$ cat config.mk
export PLATFORM = sky130hd
export DESIGN_NAME = timer_channel
export DESIGN_NICKNAME = d
export VERILOG_FILES = /design/src/rtl/timer_pkg.sv /design/src/rtl/tmr_prescale.sv /design/src/rtl/tmr_count.sv /design/src/rtl/tmr_regs.sv /design/src/rtl/timer_channel.sv
export SDC_FILE = /design/constraint.sdc
export NUM_CORES = 1
export LEC_CHECK = 0
export BUFFER_PORTS_ARGS = -buffer_cell sky130_fd_sc_hd__buf_2
export CORE_MARGIN = 2
export CORE_UTILIZATION = 50
export DETAILED_ROUTE_END_ITERATION = 10
export GPL_TIMING_DRIVEN = 0
export PLACE_DENSITY_LB_ADDON = 0.15
export SYNTH_ARGS = -nofsm -noshare
export SYNTH_HDL_FRONTEND = slang
export SYNTH_SLANG_ARGS = --single-unit
$ cat constraint.sdc
create_clock -name clk -period 4.8 [get_ports clk]
set_clock_uncertainty 0.2 [all_clocks]
set_input_delay 0.72 -clock clk [delete_from_list [all_inputs] [get_ports clk]]
set_output_delay 0.72 -clock clk [all_outputs]
set_load 0.02 [all_outputs]
$ cat src/rtl/timer_pkg.sv
package timer_pkg;

    typedef enum logic [1:0] {
        ST_IDLE = 2'd0,
        ST_RUN  = 2'd1,
        ST_STOP = 2'd2
    } tmr_state_e;

    typedef enum logic [1:0] {
        MD_FREE     = 2'd0,
        MD_PERIODIC = 2'd1,
        MD_ONESHOT  = 2'd2
    } tmr_mode_e;

    // control word, bit positions fixed by the register layout
    typedef struct packed {
        logic       en;        // [7]
        logic       periodic;  // [6]
        logic       int_en;    // [5]
        logic       spare;     // [4]
        logic [1:0] pre_sel;   // [3:2]
        logic       full_w;    // [1]
        logic       single;    // [0]
    } tmr_ctrl_t;

    localparam logic [7:0] CTRL_RST = 8'h20;

    localparam logic [2:0] W_LOAD   = 3'd0;
    localparam logic [2:0] W_VALUE  = 3'd1;
    localparam logic [2:0] W_CTRL   = 3'd2;
    localparam logic [2:0] W_CLR    = 3'd3;
    localparam logic [2:0] W_RIS    = 3'd4;
    localparam logic [2:0] W_MIS    = 3'd5;
    localparam logic [2:0] W_BGLOAD = 3'd6;

    function automatic tmr_mode_e decode_mode(input tmr_ctrl_t c);
        if (c.single)
            return MD_ONESHOT;
        else if (c.periodic)
            return MD_PERIODIC;
        return MD_FREE;
    endfunction

endpackage

$ cat src/rtl/tmr_prescale.sv
module tmr_prescale #(
    parameter int PRE_W = 8
) (
    input  logic       clk,
    input  logic       rst_n,
    input  logic       run,
    input  logic [1:0] sel,
    output logic       tick
);
    localparam int MID_W = PRE_W / 2;

    logic [PRE_W-1:0] div_q;

    always_ff @(posedge clk or negedge rst_n) begin
        if (!rst_n)
            div_q <= '0;
        else if (run)
            div_q <= div_q + 1'b1;
    end

    always_comb begin
        unique case (sel)
            2'b00:   tick = run;
            2'b01:   tick = run && (&div_q[MID_W-1:0]);
            default: tick = run && (&div_q);
        endcase
    end
endmodule

$ cat src/rtl/tmr_count.sv
module tmr_count
    import timer_pkg::*;
#(
    parameter int CNT_W = 32
) (
    input  logic             clk,
    input  logic             rst_n,
    input  logic             tick,
    input  logic             en,
    input  logic             full_w,
    input  tmr_mode_e        mode,
    input  logic [CNT_W-1:0] load_val,
    input  logic             load_wr,
    output logic [CNT_W-1:0] cnt,
    output logic             expire,
    output tmr_state_e       st
);
    localparam int HALF_W = CNT_W / 2;

    tmr_state_e       st_q, st_n;
    logic [CNT_W-1:0] cnt_q;
    logic             pend_q;
    logic             step;
    logic             at_zero;

    // state register
    always_ff @(posedge clk or negedge rst_n) begin
        if (!rst_n)
            st_q <= ST_IDLE;
        else
            st_q <= st_n;
    end

    // next state
    always_comb begin
        st_n = st_q;
        unique case (st_q)
            ST_IDLE: if (en) st_n = ST_RUN;
            ST_RUN: begin
                if (!en)
                    st_n = ST_IDLE;
                else if (expire && mode == MD_ONESHOT)
                    st_n = ST_STOP;
            end
            ST_STOP: if (load_wr) st_n = en ? ST_RUN : ST_IDLE;
            default: st_n = ST_IDLE;
        endcase
    end

    // outputs of the state machine
    always_comb begin
        step    = tick && en && (st_q != ST_STOP);
        at_zero = full_w ? (cnt_q == '0) : (cnt_q[HALF_W-1:0] == '0);
        expire  = step && !pend_q && at_zero;
    end

    always_ff @(posedge clk or negedge rst_n) begin
        if (!rst_n) begin
            cnt_q  <= '1;
            pend_q <= 1'b0;
        end else begin
            if (load_wr)
                pend_q <= 1'b1;
            else if (step)
                pend_q <= 1'b0;
            if (step) begin
                if (pend_q)
                    cnt_q <= load_val;
                else if (at_zero) begin
                    unique case (mode)
                        MD_FREE:     cnt_q <= full_w ? '1 : {cnt_q[CNT_W-1:HALF_W], {HALF_W{1'b1}}};
                        MD_PERIODIC: cnt_q <= load_val;
                        default:     cnt_q <= cnt_q;
                    endcase
                end else if (full_w)
                    cnt_q <= cnt_q - 1'b1;
                else
                    cnt_q <= {cnt_q[CNT_W-1:HALF_W], cnt_q[HALF_W-1:0] - 1'b1};
            end
        end
    end

    assign cnt = cnt_q;
    assign st  = st_q;
endmodule

$ cat src/rtl/tmr_regs.sv
module tmr_regs
    import timer_pkg::*;
#(
    parameter int CNT_W  = 32,
    parameter int ADDR_W = 5
) (
    input  logic              clk,
    input  logic              rst_n,
    input  logic              wr,
    input  logic [ADDR_W-1:0] addr,
    input  logic [CNT_W-1:0]  wdata,
    input  logic [CNT_W-1:0]  cnt,
    input  logic              expire,
    output tmr_ctrl_t         ctrl,
    output logic [CNT_W-1:0]  load_val,
    output logic              load_wr,
    output logic              ris,
    output logic              irq,
    output logic [CNT_W-1:0]  rdata
);
    localparam int IDX_W = ADDR_W - 2;

    logic [IDX_W-1:0] widx;
    logic             bg_wr, ctrl_wr, clr_wr;
    logic             unused_lsb;
    tmr_ctrl_t        ctrl_q;
    logic [CNT_W-1:0] load_q;
    logic             ris_q;

    assign widx       = addr[ADDR_W-1:2];
    assign unused_lsb = ^addr[1:0];
    assign load_wr    = wr && (widx == IDX_W'(W_LOAD));
    assign bg_wr      = wr && (widx == IDX_W'(W_BGLOAD));
    assign ctrl_wr    = wr && (widx == IDX_W'(W_CTRL));
    assign clr_wr     = wr && (widx == IDX_W'(W_CLR));

    always_ff @(posedge clk or negedge rst_n) begin
        if (!rst_n) begin
            ctrl_q <= tmr_ctrl_t'(CTRL_RST);
            load_q <= '0;
            ris_q  <= 1'b0;
        end else begin
            if (ctrl_wr)
                ctrl_q <= tmr_ctrl_t'(wdata[7:0]);
            if (load_wr || bg_wr)
                load_q <= wdata;
            if (expire)
                ris_q <= 1'b1;
            else if (clr_wr)
                ris_q <= 1'b0;
        end
    end

    always_comb begin
        rdata = '0;
        case (widx)
            IDX_W'(W_LOAD), IDX_W'(W_BGLOAD): rdata = load_q;
            IDX_W'(W_VALUE): rdata = cnt;
            IDX_W'(W_CTRL):  rdata = {{(CNT_W-8){1'b0}}, ctrl_q};
            IDX_W'(W_RIS):   rdata = {{(CNT_W-1){1'b0}}, ris_q};
            IDX_W'(W_MIS):   rdata = {{(CNT_W-1){1'b0}}, ris_q & ctrl_q.int_en};
            default:         rdata = '0;
        endcase
    end

    assign ctrl     = ctrl_q;
    assign load_val = load_q;
    assign ris      = ris_q;
    assign irq      = ris_q & ctrl_q.int_en;
endmodule

$ cat src/rtl/timer_channel.sv
module timer_channel
    import timer_pkg::*;
#(
    parameter int CNT_W  = 32,
    parameter int ADDR_W = 5,
    parameter int PRE_W  = 8
) (
    input  logic              clk,
    input  logic              rst_n,
    input  logic              reg_wr,
    input  logic [ADDR_W-1:0] reg_addr,
    input  logic [CNT_W-1:0]  reg_wdata,
    output logic [CNT_W-1:0]  reg_rdata,
    output logic              irq
);
    tmr_ctrl_t        ctrl;
    tmr_mode_e        mode;
    tmr_state_e       st;
    logic [CNT_W-1:0] cnt;
    logic [CNT_W-1:0] load_val;
    logic             load_wr;
    logic             expire;
    logic             ris;
    logic             tick;

    assign mode = decode_mode(ctrl);

    tmr_regs #(.CNT_W(CNT_W), .ADDR_W(ADDR_W)) u_regs (
        .clk      (clk),
        .rst_n    (rst_n),
        .wr       (reg_wr),
        .addr     (reg_addr),
        .wdata    (reg_wdata),
        .cnt      (cnt),
        .expire   (expire),
        .ctrl     (ctrl),
        .load_val (load_val),
        .load_wr  (load_wr),
        .ris      (ris),
        .irq      (irq),
        .rdata    (reg_rdata)
    );

    tmr_prescale #(.PRE_W(PRE_W)) u_pre (
        .clk   (clk),
        .rst_n (rst_n),
        .run   (ctrl.en),
        .sel   (ctrl.pre_sel),
        .tick  (tick)
    );

    tmr_count #(.CNT_W(CNT_W)) u_cnt (
        .clk      (clk),
        .rst_n    (rst_n),
        .tick     (tick),
        .en       (ctrl.en),
        .full_w   (ctrl.full_w),
        .mode     (mode),
        .load_val (load_val),
        .load_wr  (load_wr),
        .cnt      (cnt),
        .expire   (expire),
        .st       (st)
    );
endmodule

# After elaboration in Yosys (flattened, before gate mapping)
# Cells that the tools add are included.
# Widths: inputs -> output; s select.
[totals]
out_inout_bits = 33
reg_bits = 84
wordCells = 86
in_bits = 40
[op_classes]
n_reduce_logical = 28
addsub = 3
n_mux = 23
eq_ne = 17
bitwise = 1
[ops]
columns = ["cell", "count"]
rows = [
  ["$pmux 32 s5", 1],
  ["$mux 32", 4],
  ["$pmux 32 s2", 1],
  ["$logic_not 32->1", 1],
  ["$sub 32x1->32 const B", 1],
  ["$logic_not 16->1", 1],
  ["$sub 16x1->16 const B", 1],
  ["$mux 2", 7],
  ["$logic_and 1x1->1", 11],
  ["$eq 3x3->1 const B", 3],
  ["$add 8x1->8 const B", 1],
  ["$mux 1", 8],
  ["$reduce_and 4->1", 2],
  ["$reduce_and 8->1", 1],
  ["$eq 2x1->1 const B", 3],
  ["$eq 3x2->1 const B", 2],
  ["$logic_not 2->1", 3],
  ["$ne 2x2->1 const B", 3],
  ["$ne 3x2->1 const B", 2],
  ["$pmux 2 s3", 1],
  ["$eq 2x2->1 const B", 2],
  ["$ne 4x3->1 const B", 1],
  ["$reduce_bool 2->1", 2],
  ["$eq 3x1->1 const B", 1],
  ["other kinds (9)", 9],
]

# Logic depth before layout (Yosys ltp)
[depth]
ltp_word = 11
depth_mapped = 11
depth_no_buf = 8

# Hierarchy
# Synthesis repeated with hierarchy kept, for this count alone.
[hier_totals]
cells_unflattened = 497
area_unflattened_um2 = 5177.5
[by_module_without_submodules]
columns = ["mod", "seq_area_each_um2", "area_each_um2", "n_inst", "cells_each"]
rows = [
  ["tmr_count", 915.9, 2581.2, 1, 302],
  ["tmr_regs", 1027.2, 2225.9, 1, 164],
  ["tmr_prescale", 200.2, 360.3, 1, 29],
  ["timer_channel", 0.0, 10.0, 1, 2],
]

# Least setup slack after synthesis
# OpenSTA, ideal clock, no wires.
[synth_path]
path_kind = "input port to output port"
start = "input port reg_addr[3]"
end = "output port reg_rdata[10]"
slack_ns = 2.009
path_stages = 5
t_arrival_ns = 1.871
n_path_buf = 2
t_required_ns = 3.880
path_cell_list = "xnor2_1 -> nor2b_1 -> clkbuf_1 -> clkbuf_1 -> a22o_1"
[synth_between]
elab_chain_cells = 3
word_cells_on_any_way = 8
cone_classes = "eq/ne (5); mux (1); reduce/logical (2)"
[synth_lines]
columns = ["element", "line", "rtl"]
rows = [
  ["from (decl)", "timer_channel.sv:11", "input logic [ADDR_W-1:0] reg_addr,"],
  ["$eq 3x3->1 or $logic_not 3->1 (tied branches)", "tmr_regs.sv:56", "case (widx)"],
  ["$reduce_or 2->1", "tmr_regs.sv:56", ""],
  ["$pmux 32 s5 (*)", "tmr_regs.sv:56", ""],
  ["to (decl)", "timer_channel.sv:13", "output logic [CNT_W-1:0] reg_rdata,"],
]
# Mark *: on every way between the ends. The rest lies on a longest branch, timed or not.

# Worst setup path in the final report
[layout_path]
start = "input port reg_addr[3]"
end = "output port reg_rdata[21]"
# The elaborated chain is that of the path after synthesis.

==> run summary <==
The combined area of all synthesized cells came out at ~5100 µm². The die is 105 µm tall. The final wirelength is 15100 µm. Data on the critical path arrives at its endpoint at 2.67 ns.

The type of the worst setup path is in -> out. The number of unique standard cell types used by synthesis is 70. The number of port buffers came out at 70. The critical path required time is 3.88 ns.

The setup slack at placement came out at around 1.3 ns. The post-CTS setup buffer count came out at 0. The largest vdd supply drop is 265 µV. The portion of the clock cycle consumed by the worst path in the final layout came out at 0.747.

For the pin with the worst max-slew slack, the measured transition is 1.29 ns. The repair_antennas step left the layout with diodes totalling 0. The area growth from synthesis to layout came out at 14.7%. The final hold violation count came to 0. After synthesis the netlist holds a flip-flop and latch count of 84.

The mean routed wirelength per cell came out at 20.6 µm. The share of async-settable or async-resettable flops after synthesis is 1.00. Headroom to the max-slew limit came out at 0.134.

The final-report setup violation count is 0. The path class of the tightest hold or removal check is in -> async. Clock latency on the worst-skew pair, taken at its later pin, is 0.37 ns. The design draws roughly 3.2 mW. The via count of the first global-routing pass is 4668. On the critical path, the stage with the largest delay is an instance of sky130_fd_sc_hd__clkbuf_1. The number of pins exceeding their max-slew limit in the final report is 0.

STA classifies the critical path startpoint as an input port. Counting the buffers created by CTS gives 9. The warning count from the yosys run came out at 0. The global-route wire length before repair is 24100 µm.

For this configuration, the core starts out at a cell density of 0.519. The area of the core is 9820 µm². The largest fanout on the critical path is 10.

The H-tree was split into 3 levels. The first-iteration detailed-routing DRC count came out at approximately 360. The share of post-route cells with drive strength above 1 came out at 0.339. The number of cell rows is 36.

Traced cell by cell, the critical path runs through buf_2 > xnor2_1 > nor2b_1 > clkbuf_1 > clkbuf_1 > a22o_1 > buf_2. The leakage power came out at 2.35 nW. The area enclosed by the die boundary came out at between 10000 and 15000 µm². The max capacitance violation total came out at 0. The number of nets still failing antenna checks after routing is 0. The cell count after synthesis came out at slightly above 500. The average instance in the mapped netlist occupies 9.85 µm². The flow ran to the end, and the final reports show no timing, DRC or antenna violations. At the end of routability-driven placement, the weighted congestion stood at 0.951. The post-layout net count is 642. The cell total after placement is about 720.

The number of search-and-repair iterations in the first detailed-routing pass came out at 7. The total of cells resized after clock tree synthesis is 0. Counting I/O delays and the setup requirement, the final critical path takes 3.59 ns. The final global-route overflow total is 0.

The post-synthesis sequential area ratio came out at 0.421. The clock-pin slew on the worst setup and hold paths is 0.08 ns. Entering global routing, the biggest net connects 51 pins. TritonCTS built the clock tree. The power density over the cells came out at 555 nW/µm². The number of nets in the synthesized netlist is 560. Among all flip-flop cells after synthesis, the most frequent one is sky130_fd_sc_hd__dfrtp_1. The total number of vias is 4714. The worst path meets setup with 1.21 ns of slack. After the flow finishes, the layout carries non-filler instances totaling 737. The root buffer cell chosen for the clock tree is sky130_fd_sc_hd__clkbuf_8. Counting along the longest clock path gives a buffer depth of 2. Fill cells in the final layout number 925. The total of hold buffers inserted after clock tree synthesis came out at 0. Setup repair after global routing left no endpoint under its margin. From left edge to right edge, the die measures 105 µm. The final HPWL from detailed placement came out at around 11000 µm. In the routed layout, each cell is associated on average with a via count of roughly 6.4. The delay of the slowest critical-path stage is approximately 0.52 ns. The number of top-level pins is between 70 and 80. Setup slack on the worst reg-to-reg path comes out at 1.72 ns. The number of antenna violations at the first check in global routing came out at 0. STA classifies the critical path endpoint as an output port. The number of remaining DRC errors came out at 0. Once layout is complete, the utilization of the core stands at 0.595. The number of enable-type register cells in the synthesized netlist came out at 0. The final sum of negative setup slack came out at 0 ns.

In the global route stage, overall resource usage came out at 0.278. The number of clock sinks is 84. The maximum clock rate came out at 279 MHz.
[layout by cell type, fill, tap and decap left out, types with 10 or more instances in the layout]
cell,netlist,final
sky130_fd_sc_hd__a22o_1,24,24
sky130_fd_sc_hd__buf_2,10,79
sky130_fd_sc_hd__nand3_1,12,12
sky130_fd_sc_hd__dfrtp_1,51,51
sky130_fd_sc_hd__inv_1,12,12
sky130_fd_sc_hd__mux2_2,43,43
sky130_fd_sc_hd__nor3_1,17,17
sky130_fd_sc_hd__o31ai_1,15,15
sky130_fd_sc_hd__dfstp_2,33,33
sky130_fd_sc_hd__nor4_1,11,11
sky130_fd_sc_hd__a211oi_1,17,17
sky130_fd_sc_hd__nor2_1,47,47
sky130_fd_sc_hd__o21ai_0,25,25
sky130_fd_sc_hd__clkbuf_1,18,19
sky130_fd_sc_hd__nand2_1,25,25
sky130_fd_sc_hd__clkbuf_8,0,11
sky130_fd_sc_hd__a22oi_1,10,10
[power breakdown]
part	switching [mW]	internal (mW)	total, mW
combinational	0.823	0.565	1.39
sequential	0.284	1.04	1.32
clock	0.268	0.268	0.536
[final timing paths]
check | startpoint | endpoint | cells after the start
min in group clk | u_pre.div_q[7] | u_pre.div_q[7] | 1
max reg2reg | u_cnt.cnt[0] | u_cnt.cnt[22] | 9
max in group asynchronous | rst_n | u_regs.ctrl[5] | 2
max | reg_addr[3] | reg_rdata[21] | 7
min reg2reg | u_pre.div_q[7] | u_pre.div_q[7] | 1
min | rst_n | u_regs.load_val[18] | 1
[cells by family after synthesis]
logic type      synth area share
flops                      0.421
xor+xnor                  0.0172
compound gates             0.240
mux                       0.0950
simple gates               0.172
fa+ha+maj                0.00737
buf+inv                   0.0481
[flip-flops by register name, summed over array words and instances, names as in the netlist]
name and count:
u_pre.div_q 8, u_regs.ctrl 8, u_cnt.st 2, u_cnt.pend_q 1, u_regs.load_val 32, u_cnt.cnt 32
u_regs.ris 1
[area by class of cell]
| cell class | count | area [µm²] | area share |
|---|---|---|---|
| timing repair buffer | 71 | 380 | 0.0651 |
| multi-input combinational | 382 | 2710 | 0.463 |
| tap | 133 | 166 | 0.0285 |
| buffer | 38 | 196 | 0.0336 |
| inverter | 13 | 48.8 | 0.00835 |
| sequential | 84 | 2140 | 0.367 |
| clock inverter | 4 | 47.5 | 0.00814 |
| clock buffer | 12 | 155 | 0.0265 |
[synth_stat cells (7+ instances only)]
master	count	area [µm²]
sky130_fd_sc_hd__o31ai_1	15	113
sky130_fd_sc_hd__buf_2	10	50.1
sky130_fd_sc_hd__buf_4	7	52.6
sky130_fd_sc_hd__a2bb2oi_1	9	78.8
sky130_fd_sc_hd__clkbuf_1	18	67.6
sky130_fd_sc_hd__a22oi_1	10	75.1
sky130_fd_sc_hd__nor4_1	11	68.8
sky130_fd_sc_hd__a22o_1	24	210
sky130_fd_sc_hd__a211oi_1	17	128
sky130_fd_sc_hd__inv_1	12	45.0
sky130_fd_sc_hd__o21ai_0	25	125
sky130_fd_sc_hd__nand2_1	25	93.8
sky130_fd_sc_hd__dfstp_2	33	867
sky130_fd_sc_hd__nor2_1	47	176
sky130_fd_sc_hd__o22ai_1	8	50.1
sky130_fd_sc_hd__nor3_1	17	85.1
sky130_fd_sc_hd__dfrtp_1	51	1280
sky130_fd_sc_hd__a21oi_1	8	40.0
sky130_fd_sc_hd__mux2_2	43	484
sky130_fd_sc_hd__nand3_1	12	60.1
[layer usage]
layer	global-route usage	vias to the layer above	part of all wire
li1	-	2126	-
met1	0.376	2311	0.42
met2	0.449	236	0.47
met3	0.0374	41	0.078
met4	0.116	0	0.030
met5	0	-	0
[worst max-delay path: cells and delay by family]
kind	cells	cell delay [ns]
buffers and inverters	4	1.23
XOR/XNOR	1	0.30
AO/OA/AOI/OAI	1	0.24
AND/OR/NAND/NOR	1	0.18
[metrics by stage]
stage	hold WS (ns)	cell area (µm²)
2_1_floorplan	0.224	5090
3_3_place_gp	0.266	5610
3_5_place_dp	0.285	5640
4_1_cts	0.117	5840
5_1_grt	0.138	5840
6_report	0.107	5840
Note: power is estimated with default switching activity, not from simulation.
